## config.mk

```make
export PLATFORM = sky130hd
export DESIGN_NAME = sar_seq
export DESIGN_NICKNAME = d
export VERILOG_FILES = /design/src/rtl/sar_seq_pkg.sv /design/src/rtl/sar_seq_edge.sv /design/src/rtl/sar_seq_sar.sv /design/src/rtl/sar_seq_ctl.sv /design/src/rtl/sar_seq.sv
export SDC_FILE = /design/constraint.sdc
export NUM_CORES = 1
export LEC_CHECK = 0
export BUFFER_PORTS_ARGS = -buffer_cell sky130_fd_sc_hd__buf_2
export CORE_UTILIZATION = 45
export DETAILED_ROUTE_END_ITERATION = 7
export MAX_ROUTING_LAYER = met4
export SYNTH_ARGS = -nofsm -noshare
export SYNTH_HDL_FRONTEND = slang
export SYNTH_SLANG_ARGS = --single-unit
```

## constraint.sdc

```tcl
create_clock -name clk -period 2.7 [get_ports clk]
set_input_delay 0.27 -clock clk [delete_from_list [all_inputs] [get_ports clk]]
set_output_delay 0.27 -clock clk [all_outputs]
set_load 0.02 [all_outputs]
```

## src/rtl/sar_seq_pkg.sv

```systemverilog
package sar_seq_pkg;
  typedef enum logic [1:0] {
    ST_IDLE = 2'd0,
    ST_RX   = 2'd1,
    ST_CONV = 2'd2,
    ST_TX   = 2'd3
  } seq_state_t;
endpackage

```

## src/rtl/sar_seq_edge.sv

```systemverilog
module sar_seq_edge (
  input  logic clk,
  input  logic rst_n,
  input  logic sclk,
  output logic rise,
  output logic fall
);
  logic sclk_q;

  always_ff @(posedge clk or negedge rst_n) begin
    if (!rst_n) sclk_q <= 1'b0;
    else        sclk_q <= sclk;
  end

  assign rise = sclk & ~sclk_q;
  assign fall = ~sclk & sclk_q;
endmodule

```

## src/rtl/sar_seq_sar.sv

```systemverilog
module sar_seq_sar #(
  parameter int RES_W = 12
) (
  input  logic             clk,
  input  logic             rst_n,
  input  logic             abort,
  input  logic             start,
  input  logic             step,
  input  logic             cmp_le,
  output logic [RES_W-1:0] code,
  output logic             done
);
  localparam logic [RES_W-1:0] TOP_BIT = {1'b1, {(RES_W-1){1'b0}}};

  logic [RES_W-1:0] trial;
  logic [RES_W-1:0] kept;
  logic             busy;

  // decision on the current trial bit
  always_comb kept = cmp_le ? code : (code & ~trial);

  always_ff @(posedge clk or negedge rst_n) begin
    if (!rst_n) begin
      code  <= '0;
      trial <= '0;
      busy  <= 1'b0;
      done  <= 1'b0;
    end else if (abort) begin
      code  <= '0;
      trial <= '0;
      busy  <= 1'b0;
      done  <= 1'b0;
    end else begin
      done <= 1'b0;
      if (start) begin
        code  <= TOP_BIT;
        trial <= TOP_BIT;
        busy  <= 1'b1;
      end else if (busy && step) begin
        code  <= kept | (trial >> 1);
        trial <= trial >> 1;
        if (trial[0]) begin
          busy <= 1'b0;
          done <= 1'b1;
        end
      end
    end
  end


  sar_reject_clears_chk: assert property (@(posedge clk) disable iff (!rst_n)
    (busy && step && !start && !abort && !cmp_le) |=> ((code & $past(trial)) == '0));
endmodule

```

## src/rtl/sar_seq_ctl.sv

```systemverilog
module sar_seq_ctl
  import sar_seq_pkg::*;
#(
  parameter int CW_W  = 8,
  parameter int CH_N  = 8,
  parameter int RES_W = 12,
  localparam int CH_W = $clog2(CH_N)
) (
  input  logic             clk,
  input  logic             rst_n,
  input  logic             cs_n,
  input  logic             rise,
  input  logic             fall,
  input  logic             din,
  input  logic             sar_done,
  input  logic [RES_W-1:0] sar_code,
  output logic             sar_start,
  output logic             track,
  output logic             hold_neg,
  output logic [CH_W-1:0]  pos_ch,
  output logic [CH_W-1:0]  neg_ch,
  output logic             neg_com,
  output logic             dout
);
  // start bit, mode bit, then the channel field: all known after TRACK_AT bits
  localparam int TRACK_AT = CH_W + 2;
  localparam int CNT_MAX  = (CW_W > RES_W) ? CW_W : RES_W;
  localparam int CNT_W    = $clog2(CNT_MAX + 1);

  seq_state_t       st;
  logic [CH_W:0]    sr;   // mode bit above channel field
  logic [RES_W-1:0] txsr;
  logic [CNT_W-1:0] cnt;

  always_ff @(posedge clk or negedge rst_n) begin
    if (!rst_n) begin
      st        <= ST_IDLE;
      sr        <= '0;
      txsr      <= '0;
      cnt       <= '0;
      sar_start <= 1'b0;
      track     <= 1'b0;
      hold_neg  <= 1'b0;
      pos_ch    <= '0;
      neg_ch    <= '0;
      neg_com   <= 1'b0;
      dout      <= 1'b0;
    end else begin
      sar_start <= 1'b0;
      if (cs_n) begin
        st       <= ST_IDLE;
        sr       <= '0;
        cnt      <= '0;
        track    <= 1'b0;
        hold_neg <= 1'b0;
        dout     <= 1'b0;
      end else begin
        case (st)
          ST_IDLE: begin
            if (rise && din) begin
              sr  <= '0;
              cnt <= CNT_W'(1);
              st  <= ST_RX;
            end
          end
          ST_RX: begin
            if (rise) begin
              sr  <= {sr[CH_W-1:0], din};
              cnt <= cnt + 1'b1;
            end else if (fall && cnt == CNT_W'(TRACK_AT)) begin
              track  <= 1'b1;
              pos_ch <= sr[CH_W-1:0];
              if (sr[CH_W]) begin
                neg_com <= 1'b1;
                neg_ch  <= '0;
              end else begin
                neg_com <= 1'b0;
                neg_ch  <= sr[CH_W-1:0] ^ CH_W'(1);
              end
            end else if (fall && cnt == CNT_W'(CW_W)) begin
              track     <= 1'b0;
              hold_neg  <= 1'b1;
              sar_start <= 1'b1;
              cnt       <= '0;
              st        <= ST_CONV;
            end
          end
          ST_CONV: begin
            if (sar_done) begin
              hold_neg <= 1'b0;
              txsr     <= sar_code;
              cnt      <= '0;
              st       <= ST_TX;
            end
          end
          default: begin
            if (fall) begin
              if (cnt == CNT_W'(RES_W)) begin
                dout <= 1'b0;
                cnt  <= '0;
                st   <= ST_IDLE;
              end else begin
                dout <= txsr[RES_W-1];
                txsr <= {txsr[RES_W-2:0], 1'b0};
                cnt  <= cnt + 1'b1;
              end
            end
          end
        endcase
      end
    end
  end


  track_on_fall_chk: assert property (@(posedge clk) disable iff (!rst_n)
    $rose(track) |-> $past(fall));


  track_hold_excl_chk: assert property (@(posedge clk) disable iff (!rst_n)
    !(track && hold_neg));


  diff_pair_chk: assert property (@(posedge clk) disable iff (!rst_n)
    ((track || hold_neg) && !neg_com) |-> (neg_ch == (pos_ch ^ CH_W'(1))));


  dout_idle_low_chk: assert property (@(posedge clk) disable iff (!rst_n)
    (st != ST_TX) |-> !dout);


  cs_abort_chk: assert property (@(posedge clk) disable iff (!rst_n)
    cs_n |=> (st == ST_IDLE && !track && !hold_neg && !dout));
endmodule

```

## src/rtl/sar_seq.sv

```systemverilog
module sar_seq #(
  parameter int RES_W = 12,
  parameter int CH_N  = 8,
  parameter int CW_W  = 8,
  localparam int CH_W = $clog2(CH_N)
) (
  input  logic             clk,
  input  logic             rst_n,
  input  logic             cs_n,
  input  logic             sclk,
  input  logic             din,
  input  logic             cmp_le,
  output logic             dout,
  output logic [RES_W-1:0] dac_code,
  output logic [CH_W-1:0]  pos_ch,
  output logic [CH_W-1:0]  neg_ch,
  output logic             neg_com,
  output logic             track,
  output logic             hold_neg
);
  logic rise, fall, sar_start, sar_done;

  sar_seq_edge u_edge (
    .clk  (clk),
    .rst_n(rst_n),
    .sclk (sclk),
    .rise (rise),
    .fall (fall)
  );

  sar_seq_ctl #(
    .CW_W (CW_W),
    .CH_N (CH_N),
    .RES_W(RES_W)
  ) u_ctl (
    .clk      (clk),
    .rst_n    (rst_n),
    .cs_n     (cs_n),
    .rise     (rise),
    .fall     (fall),
    .din      (din),
    .sar_done (sar_done),
    .sar_code (dac_code),
    .sar_start(sar_start),
    .track    (track),
    .hold_neg (hold_neg),
    .pos_ch   (pos_ch),
    .neg_ch   (neg_ch),
    .neg_com  (neg_com),
    .dout     (dout)
  );

  sar_seq_sar #(
    .RES_W(RES_W)
  ) u_sar (
    .clk   (clk),
    .rst_n (rst_n),
    .abort (cs_n),
    .start (sar_start),
    .step  (rise),
    .cmp_le(cmp_le),
    .code  (dac_code),
    .done  (sar_done)
  );
endmodule

```

---- Word-level counts from Yosys, hierarchy flattened ----
Index checks and enable logic that the tools add are counted.
word-level totals
  register bits after elaboration ......... 60
  input bits .............................. 6
  output and inout port bits .............. 22
  logic and storage cells ................. 134
cells by class
  $add $sub $neg .......................... 1
  equality and inequality tests ........... 17
  muxes and demuxes ....................... 63
  bitwise operators ....................... 11
  reductions and logical operators ........ 26
operators with widths
  kind                   count
  $mux W12               10
  $mux W4                11
  $mux W1                28
  $pmux W12 S2           1
  $mux W2                8
  $reduce_and A5 Y1      3
  $reduce_bool A3 Y1     5
  $and A12 B12 Y12       1
  $ne A3 B2 Y1 const B   4
  $not A12 Y12           1
  $or A12 B11 Y12        1
  $pmux W4 S3            1
  $reduce_bool A5 Y1     2
  $eq A4 B4 Y1 const B   2
  $pmux W4 S2            1
  $reduce_and A7 Y1      1
  $ne A3 B3 Y1 const B   2
  $not A1 Y1             6
  $pmux W2 S3            1
  $reduce_and A3 Y1      2
  $reduce_bool A2 Y1     3
  $add A4 B1 Y4 const B  1
  $eq A4 B3 Y1 const B   1
  $logic_and A1 B1 Y1    4
  other kinds (14)       18

---- Logic depth before layout (Yosys ltp) ----
Gate-level depths: netlist of run 1.
  depth in word-level cells ............... 8
  depth in mapped cells ................... 10
  mapped depth without buffers ............ 7

---- Hierarchy ----
A second synthesis of run 1 with hierarchy kept.
unflattened totals
  cell total of the unflattened synthesis .. 239
  area total of the unflattened synthesis .. 2936.6 µm²
modules (own cells, without submodules)
  module        times used  cells each  area each (µm²)  seq. area each (µm²)
  sar_seq_ctl   1           159         1811.7           825.8
  sar_seq_sar   1           77          1084.8           650.6
  sar_seq_edge  1           3           40.0             25.0

---- Worst setup path after synthesis of run 1 ----
No wires, ideal clock.
  path type ............................... reg-to-reg
  start point ............................. register u_ctl.st[0]
  end point ............................... register u_ctl.txsr[0]
  library setup time ...................... 122 ps
  data arrival time ....................... 1813 ps
  data required time ...................... 2578 ps
  path slack .............................. 766 ps
  cell stages (with the launch flop) ...... 11
  path buffers ............................ 3
  period minus slack after synthesis ...... 1934 ps
  path through ............................ dfrtp_1 inv_1 ha_1 buf_6 nor3b_1 a22oi_1 or4_1 buf_2 buf_2 nand2_1 o21ai_1
on the way
  word-level cells in the longest chain between the ends .. 4
  elaborated cells on any way between the ends .. 10
  those cells by class .................... eq/ne: 4; mux: 1; bitwise: 1; reduce/logical: 4
RTL lines
  item                                                     line                RTL
  from (decl)                                              sar_seq_ctl.sv:30   seq_state_t st;
  from (signal assigned)                                   sar_seq_ctl.sv:37   st <= ST_IDLE;
  from (signal assigned)                                   sar_seq_ctl.sv:51   st <= ST_IDLE;
  from (signal assigned)                                   sar_seq_ctl.sv:63   st <= ST_RX;
  $eq A2 B1 Y1 / $logic_not A2 Y1 (equally long branches)  sar_seq_ctl.sv:58   case (st)
  $reduce_or A2 Y1 (no source line)                        -
  $not A1 Y1 (no source line)                              -
  $reduce_and A5 Y1 (no source line)                       -
  to (signal assigned)                                     sar_seq_ctl.sv:91   txsr <= sar_code;
  to (signal assigned)                                     sar_seq_ctl.sv:104  txsr <= {txsr[RES_W-2:0], 1'b0};
  to (decl)                                                sar_seq_ctl.sv:32   logic [RES_W-1:0] txsr;
Parallel ways exist; a longest one is shown, timed or not.
A chain may end at the register's enable or synchronous reset.

---- Worst setup path in the final report of run 1 ----
  start point ............................. register u_ctl.st[1]
  end point ............................... register u_ctl.pos_ch[0]
on the way
  word-level cells in the longest chain between the ends .. 2
RTL lines
  item                                line               RTL
  $eq A2 B1 Y1                        sar_seq_ctl.sv:58
  $reduce_and A4 Y1 (no source line)  -
  to (signal assigned)                sar_seq_ctl.sv:72  pos_ch <= sr[CH_W-1:0];
  to (decl)                           sar_seq_ctl.sv:20  output logic [CH_W-1:0] pos_ch,
Every way passes these cells.

==> results of run 1 <==
-- worst paths after layout --
kind / startpoint / end / slack (ps) / depth (start not counted)
worst max-delay path: u_ctl.st[1] / u_ctl.pos_ch[0] / 440 / 5
worst min-delay path: sclk / u_edge.sclk_q / 120 / 1
worst max register to register: u_ctl.st[1] / u_ctl.pos_ch[0] / 440 / 5
worst min register to register: u_ctl.neg_ch[2] / u_ctl.neg_ch[2] / 480 / 2
max in group asynchronous: rst_n / u_ctl.hold_neg / 1970 / 3
min in group asynchronous: rst_n / u_ctl.pos_ch[2] / 470 / 3
-- registers in the layout (all words and copies together) (netlist names) --
register / count
u_ctl.cnt: 4
u_ctl.dout: 1
u_ctl.hold_neg: 1
u_ctl.neg_ch: 3
u_ctl.neg_com: 1
u_ctl.pos_ch: 3
u_ctl.sar_start: 1
u_ctl.sr: 4
u_ctl.st: 2
u_ctl.track: 1
u_ctl.txsr: 12
u_edge.sclk_q: 1
u_sar.busy: 1
u_sar.code: 12
u_sar.done: 1
u_sar.trial: 12
-- power by group --
group	total, mW	internal, mW	switching [mW]
sequential	0.940	0.918	0.0220
clock	0.846	0.478	0.368
combinational	0.348	0.136	0.212
total	2.13	1.53	0.602
-- cells in the mapped netlist, drive strengths merged --
| cell type | number | share of area |
|---|---|---|
| nand2 | 76 | 0.10 |
| mux2 | 5 | 0.020 |
| nor3b | 1 | 0.0027 |
| ha | 7 | 0.032 |
| and2 | 2 | 0.0045 |
| nand3 | 3 | 0.0072 |
| buf | 6 | 0.015 |
| nor2b | 6 | 0.014 |
| a31oi | 1 | 0.0023 |
| nand4 | 4 | 0.0090 |
| a21oi | 31 | 0.056 |
| or4 | 2 | 0.0054 |
| dfrtp | 60 | 0.54 |
| o31ai | 4 | 0.011 |
| or2 | 2 | 0.0045 |
| xnor2 | 1 | 0.0032 |
| nor3 | 2 | 0.0036 |
| a211oi | 1 | 0.0027 |
| nor2 | 11 | 0.015 |
| o311ai | 1 | 0.0095 |
| o21ai | 24 | 0.043 |
| nand2b | 5 | 0.014 |
| clkbuf | 8 | 0.011 |
| nand3b | 1 | 0.0027 |
| mux2i | 12 | 0.043 |
| and2b | 2 | 0.0063 |
| a22oi | 1 | 0.0027 |
| a2bb2oi | 1 | 0.0032 |
| a32oi | 1 | 0.0032 |
| inv | 8 | 0.011 |
-- routing by layer --
| metal | vias up | wire length [um] |
|---|---|---|
| met2 | 32 | 2501 |
| met4 | 0 | 112 |
| met3 | 10 | 178 |
| li1 | 1030 | - |
| met1 | 1002 | 2841 |
| met5 | - | 0 |
-- metrics by stage --
stage | std cells | hold slack, ps
finish | 399 | 124.5
global route | 399 | 120.4
CTS | 399 | 114.1
detailed placement | 382 | 303.3
global placement | 382 | 305.6
floorplan | 289 | -25.59
-- cell type report --
cell class	count	area (um^2)	share of cell area
sequential	60	1501	0.4684
multi-input combinational	207	1174	0.3661
timing repair buffer	33	195.2	0.06089
tap	75	93.84	0.02927
clock inverter	5	60.06	0.01874
inverter	8	30.03	0.009368
clock buffer	11	151.4	0.04723
-- kinds of logic (layout without fill, tap and decap cells) --
logic type               after synthesis  count (layout)
XOR/XNOR                               1               1
AO/OA/AOI/OAI                         65              65
multiplexers                          17              17
flip-flops                            60              60
buffers and inverters                 22              57
AND/OR/NAND/NOR                      117             117
adder cells (fa/ha/maj)                7               7
-- layout by cell type, fill, tap and decap left out, types with 2 or more instances in the layout --
cell | netlist | final
a21oi_1 | 31 | 31
and2_1 | 2 | 2
and2b_2 | 2 | 2
buf_2 | 4 | 27
buf_4 | 0 | 4
clkbuf_8 | 0 | 11
clkinv_4 | 0 | 2
dfrtp_1 | 60 | 60
ha_1 | 7 | 7
inv_1 | 8 | 8
mux2_2 | 5 | 5
mux2i_1 | 12 | 12
nand2_1 | 76 | 76
nand2b_1 | 4 | 4
nand3_1 | 2 | 2
nand4_1 | 4 | 4
nor2_1 | 11 | 11
nor2b_1 | 6 | 6
nor3_1 | 2 | 2
o21ai_0 | 11 | 11
o21ai_1 | 13 | 13
o31ai_1 | 4 | 4
or2_2 | 2 | 2
or4_1 | 2 | 2
==> metrics, run 1 <==
vias in the first global route=1,953; max_slew headroom=0.4843; ANT nets after route=0; GP Congestion=0.8074; post-synthesis simple-gate area fraction=0.1910; dpl cell area=0.002984 mm^2; Max FO, Critical Path=10; Crit-path slowest cell=nand4_1; Routed wire per std cell=14.12 um; Syn Nets=302; CTS max path bufs=2; # Post-CTS Setup Buffers=0; PortBufs=27; number of diodes=0; met2 GRT Util=0.2932; Setup Skew=8.773 ps; Hold Path Class=in2reg; Req. time, crit path=2920 ps; M3 GR Usage=0.03750; VDD IR max=0.3196 mV; slew at the pin with the worst max-slew slack=773.5 ps; CP cell instances=inv_1 -> ha_1 -> nor2b_1 -> nand4_1 -> mux2_2; Slew Viols, Final=0; Synth Area in XOR/XNOR=0.003153; Compound-Gate Fraction of Synth Area=0.1333; GR peak layer=met2; Die Y=80.57 um; vias per inst=5.198; Ports=28; drt initial violations=125; DP Worst Slack=410.8 ps; Post-CTS Hold Buffers=1; Tot Pwr=2.134 mW; synthesized area per cell=9.611 um^2; Design Area, Final=0.003206 mm^2; setup tns final=0 ps; GRT Total Usage=0.2044; Final setup viols=0; cell count after synthesis=289; adder-cell share of the synthesized area=0.03153; Buf+Inv Stages, Crit Path=1; DRC violations left=0; TritonCTS clock tree=yes; # rows=28; fin util=0.5414; worst skew pair latency=330 ps; first-pass GRT wire length=9591 um; ratio of cells with drive above 1 in the final layout=0.1852; largest family of logic cells by synthesized area=simple AND/OR/NAND/NOR gates; leakage=1.420 nW; initial core utilization=0.4691; Die Wd=80.57 um; total CTS buffers=9; setup ws final=436.0 ps; NumNets Final=332; final worst path period need=2264 ps; DRT Pass-1 Iters=4; delay-heaviest family, CP=simple AND/OR/NAND/NOR gates; GR Util met1=0.2786; CP max stage delay=440 ps; DR vias=2,074; CP arrival=2480 ps; Fillers=531; initial antenna violation count=0; cell area after synthesis=0.002778 mm^2; Peak Freq=441.7 MHz; CTS Root Cell=clkbuf_8; Area Overhead vs Synth=15.41%; grt ovf=0; H-tree levels=3; Post-DP HPWL=3779 um; status=complete, no violations; mux cell area share after synthesis=0.06351; clk sinks=60; Worst Setup Start Kind=flop; clock transition at the registers of the reported paths=70 ps; RSZ-0062 raised after global routing=no; Resized Gates After CTS=0; pin count of the biggest net entering global routing=61; Seq cells post-synth=60; core box area=0.005921 mm^2; Pwr per Cell Area=665.6 mW/mm^2; Final period util=0.8385; number of max-cap violations=0; Total Wirelength=5633 um; CP Capture Type=flop; register area share after synthesis=0.5405; WS Path Type=reg2reg; Final Hold Fails=0; die area=0.006491 mm^2; Yosys warnings=0; post-synthesis cell type count=34
No activity file was read; power rests on OpenSTA's default activity.
==> inputs of run 2 (changes only) <==
==> constraint.sdc (replaced) <==
create_clock -name clk -period 2.3 [get_ports clk]
set_input_delay 0.23 -clock clk [delete_from_list [all_inputs] [get_ports clk]]
set_output_delay 0.23 -clock clk [all_outputs]
set_load 0.02 [all_outputs]
==> metrics, run 2 (synthesis gave the netlist of run 1 again) <==
drt initial violations=143 (was 125); H-tree levels=3 (unchanged); CP arrival=2300 ps (was 2480 ps); status=complete, no violations (unchanged); DRT Pass-1 Iters=4 (unchanged); Worst Setup Start Kind=flop (unchanged); ratio of cells with drive above 1 in the final layout=0.1896 (was 0.1852); TritonCTS clock tree=yes (unchanged); ANT nets after route=0 (unchanged); Routed wire per std cell=13.94 um (was 14.12 um); Pwr per Cell Area=767.4 mW/mm^2 (was 665.6 mW/mm^2); Peak Freq=490.8 MHz (was 441.7 MHz); Setup Skew=7.285 ps (was 8.773 ps); number of max-cap violations=0 (unchanged); Regs by FF count=u_ctl.txsr (12), u_sar.code (12), u_sar.trial (12) (unchanged); Design Area, Final=0.003219 mm^2 (was 0.003206 mm^2); core box area=0.005921 mm^2 (unchanged); Fillers=545 (was 531); NumNets Final=335 (was 332); CP Capture Type=flop (unchanged); number of diodes=0 (unchanged); PortBufs=27 (unchanged); initial antenna violation count=0 (unchanged); dpl cell area=0.003007 mm^2 (was 0.002984 mm^2); Worst Reg2Reg Path Length in Cells=7 (was 5); clock transition at the registers of the reported paths=60 ps (was 70 ps); vias in the first global route=1,985 (was 1,953); max_slew headroom=0.6388 (was 0.4843); leakage=1.431 nW (was 1.420 nW); commonest non-fill, non-tap cell in the layout=nand2_1 (unchanged); # Post-CTS Setup Buffers=0 (unchanged); worst skew pair latency=340 ps (was 330 ps); Slew Viols, Final=0 (unchanged); # rows=28 (unchanged); final worst path period need=2038 ps (was 2264 ps); GP Congestion=0.8429 (was 0.8074); Post-DP HPWL=3972 um (was 3779 um); Req. time, crit path=2560 ps (was 2920 ps); WS Path Type=reg2reg (unchanged); setup tns final=0 ps (unchanged); Max FO, Critical Path=6 (was 10); DRC violations left=0 (unchanged); RSZ-0062 raised after global routing=no (unchanged); GRT Total Usage=0.2049 (was 0.2044); CTS max path bufs=2 (unchanged); Final Hold Fails=0 (unchanged); RR Startpoint=u_ctl.st[0] (was u_ctl.st[1]); first-pass GRT wire length=9453 um (was 9591 um); most frequent cells in the layout=nand2_1, dfrtp_1, a21oi_1, buf_2, o21ai_1 (unchanged); Area Overhead vs Synth=15.90% (was 15.41%); Hold Path Class=in2reg (unchanged); DR vias=2,068 (was 2,074); vias per inst=5.144 (was 5.198); hold depth=1 (unchanged); hold wc startpoint=sclk (unchanged); Total Wirelength=5602 um (was 5633 um); Die Y=80.57 um (unchanged); pin count of the biggest net entering global routing=39 (was 61); total CTS buffers=9 (unchanged); Ports=28 (unchanged); Final setup viols=0 (unchanged); clk sinks=60 (unchanged); initial core utilization=0.4691 (unchanged); grt ovf=0 (unchanged); crit path from=u_ctl.st[0] (was u_ctl.st[1]); CTS Root Cell=clkbuf_8 (unchanged); Die Wd=80.57 um (unchanged); VDD IR max=0.4275 mV (was 0.3196 mV); Final period util=0.8859 (was 0.8385); die area=0.006491 mm^2 (unchanged); slew at the pin with the worst max-slew slack=541.8 ps (was 773.5 ps)
run 2: cell types whose count changed in the layout (fill, tap and decap cells not counted), sizes merged:
cell / previous run / this run
clkbuf: 11 / 12
buf: 32 / 35
clkinv: 3 / 2
run 2: cell type report:
cell class                      instances  area, um^2  share of cell area
Sequential cell                        60        1501              0.4664
Multi-Input combinational cell        207        1174              0.3646
Timing Repair Buffer                   36       217.7             0.06763
Clock buffer                           12       155.1             0.04819
Tap cell                               75       93.84             0.02915
Clock inverter                          4       47.55             0.01477
Inverter                                8       30.03            0.009328
run 2: worst paths after layout:
path                                    to  slack [ps]
max                           u_ctl.cnt[0]         260
min reg2reg                u_ctl.neg_ch[1]         480
min in group asynchronous  u_ctl.pos_ch[2]         400
min                          u_edge.sclk_q          90
max reg2reg                   u_ctl.cnt[0]         260
max in group asynchronous   u_ctl.txsr[10]        1300
run 2: report_power, final:
part           total (mW)  internal (mW)  switching [mW]
clock network       0.951          0.556           0.395
registers            1.11           1.08          0.0277
logic               0.414          0.169           0.246
run 2: repair_timing:
item                                   in CTS  in global routing
hold buffers                                1                  0
endpoints found under the hold margin      22                  0
resized for setup                           0                  0
run 2: worst max-delay path: stages, from the launching register on:
cell	delay (ps)
dfrtp_1	410
inv_1	130
ha_1	280
nor2_1	90
a21oi_1	280
nand3_2	130
or4_1	510
a21oi_1	150
run 2: metal layers:
metal | global-route usage | share of wire | routed length [um]
met5 | - | 0 | 0
met1 | 0.2554 | 0.48 | 2692
met2 | 0.3093 | 0.46 | 2582
met3 | 0.05568 | 0.034 | 190
met4 | 0.09464 | 0.024 | 136
run 2: per-stage QoR:
step / power (mW) / std cells / worst slack (ps) / hold WS, ps / utilization
2_1_floorplan: 1.430 / 289 / 365.5 / -65.59 / -
3_3_place_gp: 1.528 / 385 / 358.0 / 251.3 / 0.5078
3_5_place_dp: 1.538 / 385 / 300.7 / 241.5 / 0.5078
4_1_cts: 2.503 / 402 / 279.0 / 71.17 / 0.5437
5_1_grt: 2.606 / 402 / 108.0 / 74.86 / 0.5437
6_report: 2.471 / 402 / 262.4 / 88.63 / 0.5437
